<file path="src/rtl/phy_cfg_pkg.sv">
package phy_cfg_pkg;

  localparam int BAND_N = 29;

  typedef enum logic [3:0] {
    PH_IDLE, PH_CLR, PH_GAP, PH_CKH, PH_ADR, PH_AFL, PH_DAT, PH_DRS, PH_FIN
  } phase_t;

  typedef struct packed {
    logic clr;
    logic ck;
    logic en;
    logic put_addr;
    logic put_data;
  } pin_plan_t;

  // upper rate bound (exclusive) of band i, ascending
  function automatic int unsigned band_bound(input int i);
    case (i)
      0: return 90;    1: return 100;   2: return 110;   3: return 125;
      4: return 140;   5: return 150;   6: return 160;   7: return 180;
      8: return 200;   9: return 210;  10: return 240;  11: return 250;
     12: return 270;  13: return 300;  14: return 330;  15: return 360;
     16: return 400;  17: return 450;  18: return 500;  19: return 550;
     20: return 600;  21: return 650;  22: return 700;  23: return 750;
     24: return 800;  25: return 850;  26: return 900;  27: return 950;
      default: return 1000;
    endcase
  endfunction

  function automatic logic [7:0] band_code(input int i);
    case (i)
      0: return 8'h00;   1: return 8'h20;   2: return 8'h40;   3: return 8'h02;
      4: return 8'h22;   5: return 8'h42;   6: return 8'h04;   7: return 8'h24;
      8: return 8'h44;   9: return 8'h06;  10: return 8'h26;  11: return 8'h46;
     12: return 8'h08;  13: return 8'h28;  14: return 8'h48;  15: return 8'h2a;
     16: return 8'h4a;  17: return 8'h0c;  18: return 8'h2c;  19: return 8'h0e;
     20: return 8'h2e;  21: return 8'h10;  22: return 8'h30;  23: return 8'h12;
     24: return 8'h32;  25: return 8'h14;  26: return 8'h34;  27: return 8'h54;
      default: return 8'h74;
    endcase
  endfunction

endpackage

</file>
<file path="src/rtl/phy_band_sel.sv">
module phy_band_sel
  import phy_cfg_pkg::*;
#(
  parameter int RATE_W   = 12,
  parameter int DEF_RATE = 849
) (
  input  logic [RATE_W-1:0] rate_mbps,
  input  logic              rate_vld,
  output logic [7:0]        code,
  output logic              miss
);

  localparam logic [RATE_W-1:0] DEF_R = RATE_W'(DEF_RATE);

  logic [RATE_W-1:0] eff_rate;
  logic [BAND_N-1:0] hit;

  assign eff_rate = rate_vld ? rate_mbps : DEF_R;

  for (genvar g = 0; g < BAND_N; g++) begin : g_cmp
    assign hit[g] = band_bound(g) > 32'(eff_rate);
  end

  // lowest-index hit wins: scan downward so the last assignment is the first hit
  always_comb begin
    code = 8'h00;
    for (int i = BAND_N - 1; i >= 0; i--) begin
      if (hit[i]) code = band_code(i);
    end
  end

  assign miss = ~|hit;

endmodule

</file>
<file path="src/rtl/phy_strobe_seq.sv">
module phy_strobe_seq
  import phy_cfg_pkg::*;
#(
  parameter int          HOLD = 2,
  parameter logic [7:0]  ADDR = 8'h44
) (
  input  logic       clk,
  input  logic       rst_n,
  input  logic       go,
  input  logic [7:0] code_in,
  output logic       busy,
  output logic       fin,
  output logic       tst_clr,
  output logic       tst_clk,
  output logic       tst_en,
  output logic [7:0] tst_dout
);

  localparam int CNT_W = (HOLD > 1) ? $clog2(HOLD) : 1;
  localparam logic [CNT_W-1:0] CNT_LAST = CNT_W'(HOLD - 1);

  phase_t          ph;
  logic [CNT_W-1:0] cnt;
  logic [7:0]       code_q;
  logic             last_tick;
  pin_plan_t        plan;

  assign last_tick = (cnt == CNT_LAST);
  assign busy      = (ph != PH_IDLE);
  assign fin       = (ph == PH_FIN) && last_tick;

  always_ff @(posedge clk or negedge rst_n) begin
    if (!rst_n) begin
      ph     <= PH_IDLE;
      cnt    <= '0;
      code_q <= '0;
    end else if (ph == PH_IDLE) begin
      cnt <= '0;
      if (go) begin
        ph     <= PH_CLR;
        code_q <= code_in;
      end
    end else if (last_tick) begin
      cnt <= '0;
      ph  <= (ph == PH_FIN) ? PH_IDLE : phase_t'(ph + 4'd1);
    end else begin
      cnt <= cnt + 1'b1;
    end
  end

  always_comb begin
    plan = '0;
    case (ph)
      PH_CLR: plan.clr = 1'b1;
      PH_CKH: plan.ck  = 1'b1;
      PH_ADR: begin plan.ck = 1'b1; plan.en = 1'b1; plan.put_addr = 1'b1; end
      PH_AFL: begin plan.en = 1'b1; plan.put_addr = 1'b1; end
      PH_DAT: plan.put_data = 1'b1;
      PH_DRS: begin plan.ck = 1'b1; plan.put_data = 1'b1; end
      PH_FIN: plan.put_data = 1'b1;
      default: plan = '0;
    endcase
  end

  assign tst_clr  = plan.clr;
  assign tst_clk  = plan.ck;
  assign tst_en   = plan.en;
  assign tst_dout = plan.put_addr ? ADDR : (plan.put_data ? code_q : 8'h00);

endmodule

</file>
<file path="src/rtl/phy_cfg_writer.sv">
module phy_cfg_writer #(
  parameter int RATE_W   = 12,
  parameter int HOLD     = 2,
  parameter int DEF_RATE = 849
) (
  input  logic              clk,
  input  logic              rst_n,
  input  logic              start,
  input  logic              rate_vld,
  input  logic [RATE_W-1:0] rate_mbps,
  output logic              busy,
  output logic              done,
  output logic              range_err,
  output logic              tst_clr,
  output logic              tst_clk,
  output logic              tst_en,
  output logic [7:0]        tst_dout
);

  localparam logic [7:0] BAND_ADDR = 8'h44;

  logic [7:0] sel_code;
  logic       sel_miss;
  logic       take;
  logic       seq_fin;

  phy_band_sel #(.RATE_W(RATE_W), .DEF_RATE(DEF_RATE)) u_sel (
    .rate_mbps (rate_mbps),
    .rate_vld  (rate_vld),
    .code      (sel_code),
    .miss      (sel_miss)
  );

  assign take = start & ~busy;

  phy_strobe_seq #(.HOLD(HOLD), .ADDR(BAND_ADDR)) u_seq (
    .clk      (clk),
    .rst_n    (rst_n),
    .go       (take & ~sel_miss),
    .code_in  (sel_code),
    .busy     (busy),
    .fin      (seq_fin),
    .tst_clr  (tst_clr),
    .tst_clk  (tst_clk),
    .tst_en   (tst_en),
    .tst_dout (tst_dout)
  );

  always_ff @(posedge clk or negedge rst_n) begin
    if (!rst_n) begin
      done      <= 1'b0;
      range_err <= 1'b0;
    end else begin
      done      <= seq_fin | (take & sel_miss);
      range_err <= take & sel_miss;
    end
  end

endmodule

</file>
<file path="config.mk">
export PLATFORM = sky130hd
export DESIGN_NAME = phy_cfg_writer
export DESIGN_NICKNAME = d
export VERILOG_FILES = /design/src/rtl/phy_cfg_pkg.sv /design/src/rtl/phy_band_sel.sv /design/src/rtl/phy_strobe_seq.sv /design/src/rtl/phy_cfg_writer.sv
export SDC_FILE = /design/constraint.sdc
export NUM_CORES = 1
export LEC_CHECK = 0
export BUFFER_PORTS_ARGS = -buffer_cell sky130_fd_sc_hd__buf_2
export CAP_MARGIN = 30
export CELL_PAD_IN_SITES_DETAIL_PLACEMENT = 0
export CELL_PAD_IN_SITES_GLOBAL_PLACEMENT = 1
export CORE_MARGIN = 4
export CORE_UTILIZATION = 40
export DETAILED_ROUTE_END_ITERATION = 12
export PLACE_DENSITY = 0.9
export SLEW_MARGIN = 20
export SYNTH_ARGS = -nofsm -noshare
export SYNTH_HDL_FRONTEND = slang
export SYNTH_SLANG_ARGS = --single-unit
export TNS_END_PERCENT = 50
</file>
<file path="constraint.sdc">
create_clock -name clk -period 2.6 [get_ports clk]
set_input_delay 0.26 -clock clk [delete_from_list [all_inputs] [get_ports clk]]
set_output_delay 0.26 -clock clk [all_outputs]
set_load 0.05 [all_outputs]
</file>
==> metrics <==
status=completed; Slowest cell on crit path=dfrtp_1; Worst-Margin Slew=0.792 ns; GRT overflow=0; total track usage=18.3%; fin nets=between 200 and 300; synthesized instance count=238; DRC violations left=0; maximum root-to-sink buffer count=2; Netlist cell types=58; Vias/cell=6.21; largest net degree at the start of global routing=28; max cap viols=0; Worst Path Max Fanout=8; P_leak=about 0.00078 uW; DRT iter0 DRCs=184; Most used DFF post-synth=dfrtp_1; final-report hold violation count=0; Tcrit/Tclk final=90.5%; Worst-Skew Late Latency=0.24 ns; total die area=approximately 5300 sq um; Setup-failing EPs final=0; H-tree level count=1; CP endpoint kind=output port; DRT Wirelength=4.74 mm; core area=4030 sq um; Area growth syn-to-layout=10.5%; DP Wirelength=about 3.6 mm; die height=72.7 microns; most common cell after layout, fill and taps aside=nand2_1; Ports=30; mux contribution to synthesized area=0.672%; Chip Width=72.7 microns; Compound-Gate Fraction of Synth Area=a little over a third; Synth Area in Simple Gates=33.5%; VDD IR-drop max=about 0.38 mV; Final TNS setup=0 ns; Slew Limit Headroom=between 40% and 50%; min-delay worst type=input port to asynchronous set/reset pin; Avg WL per Cell=15.5 microns; Worst-path clk slew=0.06 ns; first-pass GRT wire length=7.76 mm; antenna cells=0; adder-cell area share of the yosys netlist=2.99%; most frequent cells in the layout=31 x nand2_1, 27 x buf_2, 22 x nor2_1; CP arrival=2.09 ns; largest family of logic cells by synthesized area=compound AO/OA/AOI/OAI gates; layout cells sized above 1=18.0%; Netlist Area Pre-Place=1680 sq um; Syn. warnings=0; RePlAce Congestion=0.930; Worst path max stage delay=between 0.4 and 0.5 ns; Initial DRT Pass Iterations=4; clk sinks=13; startpoint types=flip-flop; vias in the first global route=1674; synthesized flop and latch total=13; final cell count without fillers=between 300 and 400; Worst Skew=around 0.0026 ns; Vias=1895; mean area per synthesized cell=just over 7 sq um; CP delay by family, top=simple AND/OR/NAND/NOR gates; crit path time final=2.35 ns; final core utilization=between 40% and 50%; remaining antenna violation count=0; Critical Setup Path Class=flip-flop to output port; Final Max Tran Viols=0; XOR/XNOR Fraction of Synth Area=0%; Root Driver=clkbuf_8; RSZ-0062 raised after global routing=false; Worst EP required=2.34 ns; asr flop ratio synth=100%; CTS tree=built; initial core utilization=41.6%; Port Buffers=27; initial antenna violation count=0; row cnt=23; fmax=425 MHz; sequential area share after synthesis=19.4%; placed cell count=300; WP buf/inv=2; CTS Buf Count=3; number of flops mapped to enable cells by yosys=0; Pwr per Cell Area=between 700 and 800 nW/um^2; CP Cell Sequence=inv_1 > ha_2 > nand2b_1 > o22ai_1 > nor2b_2 > and2_1 > buf_2
==> routing by layer <==
metal  track usage [%]  vias to the layer above  part of all wire, %
li1                  -                      910                    -
met4              6.56                        0                  2.2
met2              28.2                       89                   44
met3              2.20                       11                  8.6
met5                 0                        -                    0
met1              26.3                      885                   45
==> Yosys cell counts (3+ instances only) <==
cell type	instances	area, sq um
nand2_1	31	116
nor2_1	22	82.6
o21ai_0	18	90.1
a21oi_1	15	75.1
dfrtp_1	13	325
buf_2	8	40.0
o21ai_1	8	40.0
and2_1	7	43.8
nand3_1	7	35.0
a31oi_1	6	37.5
inv_1	6	22.5
buf_4	5	37.5
clkbuf_1	5	18.8
nand2b_1	5	31.3
nor3_1	5	25.0
o31ai_1	5	37.5
a21o_1	4	30.0
ha_1	4	50.1
nor2b_1	4	25.0
nor4_1	4	25.0
a2111oi_0	3	26.3
and3_1	3	18.8
o211ai_1	3	22.5
o21a_1	3	22.5
o31a_1	3	26.3
==> cell families after synthesis <==
kind of cell / after synthesis
muxes: 1
DFF: 13
buffers and inverters: 25
and+or+nand+nor: 105
adders and majority gates: 4
AOI/OAI and AO/OA: 89
other: 1
==> worst paths after layout <==
path                                 start              end  slack [ns]  cells past startpoint
max                            u_seq.ph[0]      tst_dout[5]        0.25                      7
min                                  rst_n  u_seq.code_q[1]        0.44                      2
max reg2reg                    u_seq.ph[0]  u_seq.code_q[6]        0.50                      7
min reg2reg                u_seq.code_q[3]  u_seq.code_q[3]        0.48                      2
max in group asynchronous            rst_n      u_seq.ph[3]        1.93                      2
min in group clk           u_seq.code_q[3]  u_seq.code_q[3]        0.48                      2
==> metrics by stage <==
| stage | setup WS (ns) | total power [uW] | area, sq um | hold slack [ns] |
|---|---|---|---|---|
| floorplan | 0.236 | 1030 | 1680 | -0.0356 |
| global placement | 0.400 | 1200 | 1790 | 0.163 |
| detailed placement | 0.396 | 1210 | 1790 | 0.166 |
| CTS | 0.123 | 1410 | 1850 | 0.440 |
| global route | 0.0436 | 1510 | 1850 | 0.476 |
| finish | 0.246 | 1410 | 1850 | 0.436 |
==> area by class of cell <==
type | count | area, sq um
multi-input combinational | 201 | 1230
tap | 50 | 62.6
clock buffer | 4 | 45.0
timing repair buffer | 31 | 168
fill | 428 | 2180
sequential | 13 | 325
inverter | 6 | 22.5
==> registers in the layout (all words and copies together) (netlist names) <==
register and count:
u_seq.code_q 6, u_seq.ph 4, done 1, range_err 1
u_seq.cnt 1
==> what timing repair did <==
item	in CTS	in global routing
setup buffers	0	0
hold buffers	1	0
setup endpoints to repair	0	4
endpoints found under the hold margin	13	0
resized for setup	0	2
==> report_power, final <==
| part | total (uW) | switching (uW) | internal (uW) |
|---|---|---|---|
| clock | 183 | 74.9 | 108 |
| combinational | 859 | 599 | 259 |
| sequential | 364 | 80.9 | 283 |
Note: power is estimated with default switching activity, not from simulation.
